## src/rtl/busseq_pkg.sv

```systemverilog
package busseq_pkg;

  typedef enum logic [2:0] {
    PH_IDLE = 3'd0,
    PH_A    = 3'd1,
    PH_B    = 3'd2,
    PH_C    = 3'd3,
    PH_D    = 3'd4,
    PH_E    = 3'd5,
    PH_F    = 3'd6
  } phase_t;

  localparam int NUM_PHASES = 6;

  typedef struct packed {
    phase_t phase;
    logic   load;
    logic   capture;
  } ctrl_strobe_t;

endpackage

```

## src/rtl/busseq_dpath.sv

```systemverilog
module busseq_dpath
  import busseq_pkg::*;
#(
  parameter int ADDR_W = 24,
  parameter int DATA_W = 16,
  parameter int CS_NUM = 4
) (
  input  logic                       clk,
  input  logic                       rstN,
  input  ctrl_strobe_t               strb,
  input  logic                       reqWrite,
  input  logic [$clog2(CS_NUM)-1:0]  reqCs,
  input  logic [ADDR_W-1:0]          reqAddr,
  input  logic [DATA_W-1:0]          reqWdata,
  input  logic                       cfgMux,
  input  logic                       cfgWide,
  input  logic [DATA_W-1:0]          busDataIn,
  output logic [DATA_W-1:0]          rdData,
  output logic [CS_NUM-1:0]          busCsN,
  output logic [ADDR_W-1:0]          busAddr,
  output logic                       busBheN,
  output logic                       busAle,
  output logic                       busRdN,
  output logic                       busWrN,
  output logic [DATA_W-1:0]          busDataOut,
  output logic                       busDataOe
);

  localparam int CS_W = $clog2(CS_NUM);
  localparam int HALF = DATA_W / 2;

  logic [ADDR_W-1:0] addrQ;
  logic [DATA_W-1:0] wdataQ;
  logic [DATA_W-1:0] rdQ;
  logic [CS_W-1:0]   csQ;
  logic              writeQ;
  logic              muxQ;
  logic              wideQ;

  // Narrow mode keeps only the low byte lane.
  function automatic logic [DATA_W-1:0] fitLane(input logic [DATA_W-1:0] v, input logic wide);
    return wide ? v : {{(DATA_W-HALF){1'b0}}, v[HALF-1:0]};
  endfunction

  always_ff @(posedge clk or negedge rstN) begin
    if (!rstN) begin
      addrQ  <= '0;
      wdataQ <= '0;
      rdQ    <= '0;
      csQ    <= '0;
      writeQ <= 1'b0;
      muxQ   <= 1'b0;
      wideQ  <= 1'b0;
    end else begin
      if (strb.load) begin
        addrQ  <= reqAddr;
        wdataQ <= reqWdata;
        csQ    <= reqCs;
        writeQ <= reqWrite;
        muxQ   <= cfgMux;
        wideQ  <= cfgWide;
      end
      if (strb.capture && !writeQ) begin
        rdQ <= fitLane(busDataIn, wideQ);
      end
    end
  end

  logic active;
  logic addrDrive;
  logic dataDrive;

  always_comb begin
    active    = (strb.phase != PH_IDLE);
    addrDrive = (strb.phase == PH_B) && muxQ;
    dataDrive = writeQ && ((strb.phase == PH_D) || (strb.phase == PH_E) ||
                           (strb.phase == PH_F));
  end

  for (genvar i = 0; i < CS_NUM; i++) begin : g_cs
    assign busCsN[i] = !(active && (csQ == CS_W'(i)));
  end

  assign busAddr   = addrQ;
  assign busBheN   = !(active && wideQ);
  assign busAle    = (strb.phase == PH_A) || (strb.phase == PH_B);
  assign busRdN    = !((strb.phase == PH_E) && !writeQ);
  assign busWrN    = !((strb.phase == PH_E) && writeQ);
  assign busDataOe = addrDrive || dataDrive;
  assign busDataOut = addrDrive ? fitLane(addrQ[DATA_W-1:0], wideQ) :
                      dataDrive ? fitLane(wdataQ, wideQ) : '0;
  assign rdData    = rdQ;

endmodule

```

## src/rtl/busseq_ctrl.sv

```systemverilog
module busseq_ctrl
  import busseq_pkg::*;
#(
  parameter int CS_NUM  = 4,
  parameter int SHORT_W = 2,
  parameter int ELEN_W  = 6,
  parameter int E_MAX   = 32
) (
  input  logic                       clk,
  input  logic                       rstN,
  input  logic                       req,
  input  logic [$clog2(CS_NUM)-1:0]  reqCs,
  input  logic [SHORT_W-1:0]         cfgLenA,
  input  logic [SHORT_W-1:0]         cfgLenB,
  input  logic [SHORT_W-1:0]         cfgLenC,
  input  logic [SHORT_W-1:0]         cfgLenD,
  input  logic [ELEN_W-1:0]          cfgLenE,
  input  logic [SHORT_W-1:0]         cfgLenF,
  output ctrl_strobe_t               strb,
  output logic                       busy,
  output logic                       done,
  output logic                       cfgErr
);

  localparam int CS_W  = $clog2(CS_NUM);
  localparam int CNT_W = ELEN_W;
  localparam int SHORT_MAX = (1 << SHORT_W) - 1;
  localparam int MINL [NUM_PHASES] = '{0, 1, 0, 0, 1, 0};
  localparam int MAXL [NUM_PHASES] = '{SHORT_MAX, 2, SHORT_MAX, 1, E_MAX, SHORT_MAX};

  phase_t           state;
  logic [CNT_W-1:0] cnt;
  logic [CNT_W-1:0] rawLen [NUM_PHASES];
  logic [CNT_W-1:0] clmLen [NUM_PHASES];
  logic [CNT_W-1:0] lenNew [NUM_PHASES];
  logic [CNT_W-1:0] lenQ   [NUM_PHASES];
  logic [CNT_W-1:0] srcLen [NUM_PHASES];
  logic [NUM_PHASES-1:0] errBit;
  logic [CS_W-1:0]  lastCs;
  logic             lastValid;
  logic             csChange;
  logic             idle;
  phase_t           nxtPh;
  logic [CNT_W-1:0] nxtCnt;
  int               startIdx;

  assign rawLen[0] = CNT_W'(cfgLenA);
  assign rawLen[1] = CNT_W'(cfgLenB);
  assign rawLen[2] = CNT_W'(cfgLenC);
  assign rawLen[3] = CNT_W'(cfgLenD);
  assign rawLen[4] = cfgLenE;
  assign rawLen[5] = CNT_W'(cfgLenF);

  // Clamp each raw length into its legal window.
  for (genvar g = 0; g < NUM_PHASES; g++) begin : g_clamp
    always_comb begin
      if (rawLen[g] < CNT_W'(MINL[g])) begin
        clmLen[g] = CNT_W'(MINL[g]);
        errBit[g] = 1'b1;
      end else if (rawLen[g] > CNT_W'(MAXL[g])) begin
        clmLen[g] = CNT_W'(MAXL[g]);
        errBit[g] = 1'b1;
      end else begin
        clmLen[g] = rawLen[g];
        errBit[g] = 1'b0;
      end
    end
  end

  assign idle     = (state == PH_IDLE);
  assign csChange = !lastValid || (reqCs != lastCs);

  always_comb begin
    for (int j = 0; j < NUM_PHASES; j++) begin
      lenNew[j] = clmLen[j];
    end
    if (!csChange) lenNew[0] = '0;
    for (int j = 0; j < NUM_PHASES; j++) begin
      srcLen[j] = idle ? lenNew[j] : lenQ[j];
    end
    startIdx = idle ? 0 : int'(state);
  end

  // Find the first non-empty phase at or after startIdx.
  always_comb begin
    nxtPh  = PH_IDLE;
    nxtCnt = '0;
    for (int j = NUM_PHASES - 1; j >= 0; j--) begin
      if ((j >= startIdx) && (srcLen[j] != '0)) begin
        nxtPh  = phase_t'(3'(j + 1));
        nxtCnt = srcLen[j] - 1'b1;
      end
    end
  end

  always_ff @(posedge clk or negedge rstN) begin
    if (!rstN) begin
      state     <= PH_IDLE;
      cnt       <= '0;
      done      <= 1'b0;
      cfgErr    <= 1'b0;
      lastCs    <= '0;
      lastValid <= 1'b0;
      for (int j = 0; j < NUM_PHASES; j++) lenQ[j] <= '0;
    end else begin
      done <= 1'b0;
      if (idle) begin
        if (req) begin
          state     <= nxtPh;
          cnt       <= nxtCnt;
          cfgErr    <= |errBit;
          lastCs    <= reqCs;
          lastValid <= 1'b1;
          for (int j = 0; j < NUM_PHASES; j++) lenQ[j] <= lenNew[j];
        end
      end else if (cnt == '0) begin
        state <= nxtPh;
        cnt   <= nxtCnt;
        if (nxtPh == PH_IDLE) done <= 1'b1;
      end else begin
        cnt <= cnt - 1'b1;
      end
    end
  end

  assign busy         = !idle;
  assign strb.phase   = state;
  assign strb.load    = idle && req;
  assign strb.capture = (state == PH_E) && (cnt == '0);

endmodule

```

## src/rtl/busPhaseSeq.sv

```systemverilog
module busPhaseSeq
  import busseq_pkg::*;
#(
  parameter int ADDR_W  = 24,
  parameter int DATA_W  = 16,
  parameter int CS_NUM  = 4,
  parameter int SHORT_W = 2,
  parameter int ELEN_W  = 6,
  parameter int E_MAX   = 32
) (
  input  logic                       clk,
  input  logic                       rstN,
  input  logic                       req,
  input  logic                       reqWrite,
  input  logic [$clog2(CS_NUM)-1:0]  reqCs,
  input  logic [ADDR_W-1:0]          reqAddr,
  input  logic [DATA_W-1:0]          reqWdata,
  input  logic                       cfgMux,
  input  logic                       cfgWide,
  input  logic [SHORT_W-1:0]         cfgLenA,
  input  logic [SHORT_W-1:0]         cfgLenB,
  input  logic [SHORT_W-1:0]         cfgLenC,
  input  logic [SHORT_W-1:0]         cfgLenD,
  input  logic [ELEN_W-1:0]          cfgLenE,
  input  logic [SHORT_W-1:0]         cfgLenF,
  output logic                       busy,
  output logic                       done,
  output logic                       cfgErr,
  output logic [DATA_W-1:0]          rdData,
  output logic [CS_NUM-1:0]          busCsN,
  output logic [ADDR_W-1:0]          busAddr,
  output logic                       busBheN,
  output logic                       busAle,
  output logic                       busRdN,
  output logic                       busWrN,
  output logic [DATA_W-1:0]          busDataOut,
  output logic                       busDataOe,
  input  logic [DATA_W-1:0]          busDataIn
);

  ctrl_strobe_t strb;

  busseq_ctrl #(
    .CS_NUM(CS_NUM), .SHORT_W(SHORT_W), .ELEN_W(ELEN_W), .E_MAX(E_MAX)
  ) u_ctrl (
    .clk(clk), .rstN(rstN), .req(req), .reqCs(reqCs),
    .cfgLenA(cfgLenA), .cfgLenB(cfgLenB), .cfgLenC(cfgLenC),
    .cfgLenD(cfgLenD), .cfgLenE(cfgLenE), .cfgLenF(cfgLenF),
    .strb(strb), .busy(busy), .done(done), .cfgErr(cfgErr)
  );

  busseq_dpath #(
    .ADDR_W(ADDR_W), .DATA_W(DATA_W), .CS_NUM(CS_NUM)
  ) u_dpath (
    .clk(clk), .rstN(rstN), .strb(strb),
    .reqWrite(reqWrite), .reqCs(reqCs), .reqAddr(reqAddr), .reqWdata(reqWdata),
    .cfgMux(cfgMux), .cfgWide(cfgWide), .busDataIn(busDataIn),
    .rdData(rdData), .busCsN(busCsN), .busAddr(busAddr), .busBheN(busBheN),
    .busAle(busAle), .busRdN(busRdN), .busWrN(busWrN),
    .busDataOut(busDataOut), .busDataOe(busDataOe)
  );

endmodule

```

## config.mk

```make
export PLATFORM = sky130hd
export DESIGN_NAME = busPhaseSeq
export DESIGN_NICKNAME = d
export VERILOG_FILES = /design/src/rtl/busseq_pkg.sv /design/src/rtl/busseq_dpath.sv /design/src/rtl/busseq_ctrl.sv /design/src/rtl/busPhaseSeq.sv
export SDC_FILE = /design/constraint.sdc
export NUM_CORES = 1
export LEC_CHECK = 0
export ABC_AREA = 1
export BUFFER_PORTS_ARGS = -buffer_cell sky130_fd_sc_hd__buf_2
export CAP_MARGIN = 20
export CELL_PAD_IN_SITES_DETAIL_PLACEMENT = 1
export CELL_PAD_IN_SITES_GLOBAL_PLACEMENT = 1
export CORE_MARGIN = 4
export CORE_UTILIZATION = 36
export CTS_CLUSTER_SIZE = 14
export DETAILED_ROUTE_END_ITERATION = 12
export GPL_TIMING_DRIVEN = 0
export HOLD_SLACK_MARGIN = 0.1
export PLACE_DENSITY_LB_ADDON = 0.1
export SYNTH_ARGS = -nofsm -noshare
export SYNTH_HDL_FRONTEND = slang
export SYNTH_SLANG_ARGS = --single-unit
```

## constraint.sdc

```tcl
create_clock -name clk -period 2.5 [get_ports clk]
set_input_delay 0.5 -clock clk [delete_from_list [all_inputs] [get_ports clk]]
set_output_delay 0.5 -clock clk [all_outputs]
set_load 0.01 [all_outputs]
```

Yosys cells after proc, flatten, opt, wreduce, memory -nomap -nowiden
Cells that the tools add are included.
- equal/unequal tests: 10
- bitwise gates (word level): 0
- reductions and logical operators: 48
- divide/modulo/power cells: 0
- magnitude comparators: 18
- $mul: 0
- shift operators: 0
- multiplexer cells: 58
- add/sub/neg operators: 7
- operator list (kind ; number):
    two-way mux 6 bit ; 22
    two-way mux 16 bit ; 5
    >= comparator 3 x 32 -> 1 bit, first input constant ; 2
    >= comparator 4 x 32 -> 1 bit, first input constant ; 2
    subtractor 6 x 1 -> 6 bit, second input constant ; 7
    nonzero test 6 bit ; 6
    >= comparator 1 x 32 -> 1 bit, first input constant ; 1
    >= comparator 2 x 32 -> 1 bit, first input constant ; 1
    two-way mux 3 bit ; 10
    logical AND 1 bit ; 18
    two-way mux 1 bit ; 15
    two-way mux 2 bit ; 6
    logical NOT 1 bit ; 10
    < comparator 2 x 1 -> 1 bit, second input constant ; 5
    equality test 3 bit, second input constant ; 3
    > comparator 2 bit, second input constant ; 4
    > comparator 6 bit, second input constant ; 1
    logical NOT 3 bit ; 2
    logical NOT 6 bit ; 1
    < comparator 6 x 1 -> 1 bit, second input constant ; 1
    OR reduction 6 bit ; 1
    logical OR 1 bit ; 5
    equality test 2 bit, second input constant ; 2
    AND reduction 2 bit ; 2
    9 further kinds ; 9
- memories kept: 0
- bits in writable memories: 0
- bits in read-only memories: 0
- word-level logic and storage cells: 160
- output and inout bits: 68
- bits of input ports: 80
- register bits: 111
- bits in latches: 0

Logic depth before layout (Yosys ltp)
- word-level depth: 16
- gate-level depth with buffers: 22
- depth with buffers taken out: 20

Hierarchy
A second synthesis with hierarchy kept.
- cells, all modules: 678
- area, all modules: 5062.4 um^2
- modules (own cells, without submodules) (module ; times used ; area an instance (um^2) ; sequential area each (um^2) ; cells an instance):
    busseq_dpath ; 1 ; 2900.3 ; 1526.5 ; 369
    busseq_ctrl ; 1 ; 2162.1 ; 750.7 ; 309

Worst setup path after synthesis
No wires, ideal clock.
- kind: register -> register
- start point: register u_ctrl.state[1]
- end point: register u_ctrl.cnt[0]
- cell stages (with the launch flop): 18
- clock period less this slack: 2.313 ns
- path buffers: 3
- library setup time: 0.116 ns
- data arrival time: 2.197 ns
- data required time: 2.384 ns
- slack: 0.187 ns
- cell sequence: dfrtp_1 > buf_6 > nor2_8 > nand2_2 > buf_6 > inv_4 > clkbuf_1 > o21ai_0 > ha_1 > nor2_1 > nand2_1 > nor2_1 > inv_1 > o221a_2 > nand2_1 > nand2_1 > nand2_1 > nand2_1
- word-level cells in the longest chain between the ends: 12
- elaborated cells between the ends (all ways): 42
- those cells by class: add/sub: 6; order compare: 6; eq/ne: 1; mux: 16; reduce/logical: 13
- RTL lines (element ; line ; text):
    from (decl) ; busseq_ctrl.sv:31 ; phase_t state;
    from (signal assigned) ; busseq_ctrl.sv:109 ; state <= nxtPh;
    from (signal assigned) ; busseq_ctrl.sv:117 ; state <= nxtPh;
    logical NOT 3 bit ; busseq_ctrl.sv:70 ; assign idle = (state == PH_IDLE);
    two-way mux 3 bit / two-way mux 6 bit (equally long branches) ; busseq_ctrl.sv:81, busseq_ctrl.sv:79 ;
    >= comparator 4 x 32 -> 1 bit / nonzero test 6 bit (equally long branches) ; busseq_ctrl.sv:89 ; if ((j >= startIdx) && (srcLen[j] != '0)) begin
    logical AND 1 bit ; busseq_ctrl.sv:89 ;
    two-way mux 6 bit (6 in series) ; busseq_ctrl.sv:89 ;
    two-way mux 6 bit (on tied branches) ; busseq_ctrl.sv:116, busseq_ctrl.sv:108 ;
    two-way mux 6 bit ; busseq_ctrl.sv:107 ; if (idle) begin
    to (signal assigned) ; busseq_ctrl.sv:110 ; cnt <= nxtCnt;
    to (signal assigned) ; busseq_ctrl.sv:118 ; cnt <= nxtCnt;
    to (signal assigned) ; busseq_ctrl.sv:121 ; cnt <= cnt - 1'b1;
    to (decl) ; busseq_ctrl.sv:32 ; logic [CNT_W-1:0] cnt;
Parallel ways exist; a longest one is shown, timed or not. The select of a mux whose other input is x is not followed.
A chain may end at the register's enable or synchronous reset.

Worst setup path in the final report
Same ends and word-level chain as after synthesis.

==> flow_summary.yaml <==
setup_path:
  rr_startpoint: "u_ctrl.state[1]"
  crit_start: "u_ctrl.state[1]"
  path_class: "reg2reg"
  endpoint_kind: "flip-flop"
  endpoint: "u_ctrl.cnt[0]"
  r2r-end: "u_ctrl.cnt[0]"
  r2r_slack_ns: 0.15
  reg2reg_depth: 17
  crit_arrival_ns: 2.59
  cp.required_ns: 2.75
  worst-path-max-fanout: 10
  cp-start-kind: "flip-flop"
synth:
  syn_area_sq_um: 4639
  ys_seq_elements: 89
  yosysMostFrequentCell: "nand2_1"
  synthDistinctLibCells: 38
  yosysTopAreaCellShare_pct: 48.00
  synth_warnings: 0
  yosys-top-cells-count: "nand2_1 (247), dfrtp_1 (89), inv_1 (52)"
  postSynthCellCount: 604
  synth_edf_count: 0
  ys_seq_area_share_pct: 48.00
  synth_nets: 696
  avgSynthCellArea_sq_um: 7.681
  async_reset_ff_share_pct: 100.0
  yosys-top-cells-area: "dfrtp_1 (48%), nand2_1 (20%), o21ai_0 (5.0%)"
  synth_flop_cell: "dfrtp_1"
  synth_top_area_cell: "dfrtp_1"
clocking:
  cts_buffer_depth: 2
  cts.clk_slew.worst_paths_ns: 0.07
  h-tree-depth: 3
  clock_latency_ns: 0.35
  cts_tree: "yes"
  clkSinkCount: 89
  cts_buffers: 9
  root_buffer: "clkbuf_16"
placement:
  place_congestion: 0.8281
  portBuffers: 147
  place_hpwl_mm: 11.05
  placed_cell_area_sq_um: 5620
run_status:
  outcome: "complete, no violations"
sta:
  period_share_pct: 93.90
  max_slew.worst_pin.slew_ns: 0.5334
  setup_violations: 0
  slew_violations: 0
  fmax_mhz: 426.0
  slew-limit-headroom_pct: 64.44
  hold_viol_final: 0
  period_needed_ns: 2.348
  rsz0062_at_grt: "yes"
  fin_worst_skew_ns: 0.006644
detailed_routing:
  wl_met3_microns: 780
  wl_met2_mm: 7.273
  maxUsedRoutingLayer: "met5"
  drt_iter0_markers: 184
  firstDrtPassIters: 4
  num_vias: 4505
  postRouteAntennaNets: 0
  wire_per_inst_microns: 15.43
  drcViolationCount: 0
  vias_per_cell: 4.772
  met1_length_mm: 6.261
  wirelength_mm: 14.57
layout:
  post-route-util_pct: 48.31
  nets: 859
  drive_above_1_share_pct: 29.02
  antenna_cells: 0
  final_design_area_no_fill_sq_um: 6097
  syn2layout_area_growth_pct: 31.42
hold_path:
  hold_class: "in2reg"
floorplanning:
  chipWidth_microns: 121.5
  start_util_pct: 36.76
  ios: 148
  coreArea_sq_um: 12620
  die_area_sq_um: 14770
  rows: 41
  fp.dieH_microns: 121.5
global_routing:
  grt.overflow.total: 0
  grt_pass1_wl_mm: 24.35
  grtUsageTotal_pct: 20.88
  antenna_found_initial: 2
  grt_max_degree: 63
  grt_pass1_vias: 4915
power_and_ir_drop:
  finalPower_uw: 7257
  ir_drop_v: 0.0004655
  pwr_density_cell_nw_per_um2: 1190
  leakage_uw: 0.003250
flow_run:
  maxCapViolations: 0
## how the worst min path moves through the flow
stage	start	to	slack, ns	cells after the start
after floorplan	rstN	u_ctrl.cfgErr	0.20	0
after global placement	u_dpath.busAddr[20]	u_dpath.busAddr[20]	0.45	2
after detailed placement	rstN	u_dpath.csQ[0]	0.46	1
after CTS	reqAddr[15]	u_dpath.busAddr[15]	0.33	3
after global routing	busDataIn[1]	u_dpath.rdData[1]	0.34	3
final	reqAddr[6]	u_dpath.busAddr[6]	0.35	3
## registers in the layout (all words and copies together) (netlist names)
| register | cells |
|---|---|
| u_dpath.busAddr | 24 |
| u_ctrl.lenQ | 16 |
| u_dpath.rdData | 16 |
| u_dpath.wdataQ | 16 |
| u_ctrl.cnt | 6 |
| u_ctrl.state | 3 |
| u_dpath.csQ | 2 |
| u_ctrl.cfgErr | 1 |
| u_ctrl.done | 1 |
| u_ctrl.lastValid | 1 |
| u_dpath.muxQ | 1 |
| u_dpath.wideQ | 1 |
| u_dpath.writeQ | 1 |
## critical path: stages, from the launching register on
cell and delay [ns]:
dfrtp_1 0.38, buf_6 0.15, nor2_8 0.14, nand2_4 0.08, buf_12 0.15, inv_8 0.08, buf_8 0.11, o21ai_0 0.08
ha_1 0.19, nor2_1 0.08, nand2_1 0.10, nor2_2 0.11, inv_1 0.07, o221a_2 0.28, nand2_1 0.06, nand2_1 0.06
nand2_1 0.07, nand2_1 0.05
## cells in the final DEF, fill, tap and decap left out, types with 5 or more instances in the layout
cell type  count
nand4_1        8
o21ai_0       44
nand2_4        6
nor3_1         8
buf_4          5
nor2_1        38
dfrtp_1       88
buf_2        152
ha_1          11
o21ai_1        5
nor2_2         6
clkbuf_16      9
nand3_1       22
nand2_2        5
inv_1         49
clkbuf_1       9
nand2_1      245
## cell families (layout without fill, tap and decap cells)
kind of cell,Yosys count,after routing,synth area share (%)
AND/OR/NAND/NOR,351,351,32.44
XOR/XNOR,6,6,1.133
AO/OA/AOI/OAI,67,67,7.982
adder cells (fa/ha/maj),12,12,3.236
flip-flops,89,89,48.00
buffers and inverters,79,247,7.201
## final cells by class
cell class	instances	area (sq um)
plain buffers	20	136.4
clock buffers	10	239.0
clock inverters	6	88.84
fillers	1630	6523
inverters	58	235.2
multi-input cells	436	2148
flip-flops and latches	89	2228
well taps	172	215.2
repair buffers	153	805.8
## routing by layer
metal | GRT usage, % | vias to the layer above
met4 | 6.583 | 4
met1 | 25.14 | 2156
met2 | 36.75 | 94
li1 | - | 2233
met3 | 5.082 | 18
met5 | 0 | -
## power breakdown
part | internal (uW) | total (uW) | switching, uW | leakage (uW)
clock | 906 | 1520 | 610 | 0.000155
sequential | 2080 | 2480 | 396 | 0.00106
combinational | 1250 | 3260 | 2010 | 0.00204
total | 4240 | 7260 | 3020 | 0.00325
## timing repair
| action | in CTS | in global routing |
|---|---|---|
| resized for setup | 12 | 25 |
| hold buffers | 1 | 0 |
| endpoints found under the setup margin | 25 | 18 |
| pin swaps | 1 | 2 |
| endpoints found under the hold margin | 27 | 0 |
| setup buffers | 2 | 2 |
## per-stage QoR
| step | TNS (ns) | hold slack (ns) | instances | worst slack [ns] |
|---|---|---|---|---|
| 3_5_place_dp | -1.548 | 0.4577 | 924 | -0.2381 |
| 2_1_floorplan | 0 | 0.2044 | 604 | 0.1868 |
| 5_1_grt | -0.03670 | 0.3426 | 944 | -0.03670 |
| 3_3_place_gp | -2.467 | 0.4494 | 923 | -0.1917 |
| 4_1_cts | 0 | 0.3344 | 943 | 0.04039 |
| 6_report | 0 | 0.3490 | 944 | 0.1524 |
Note: power is estimated with default switching activity, not from simulation.
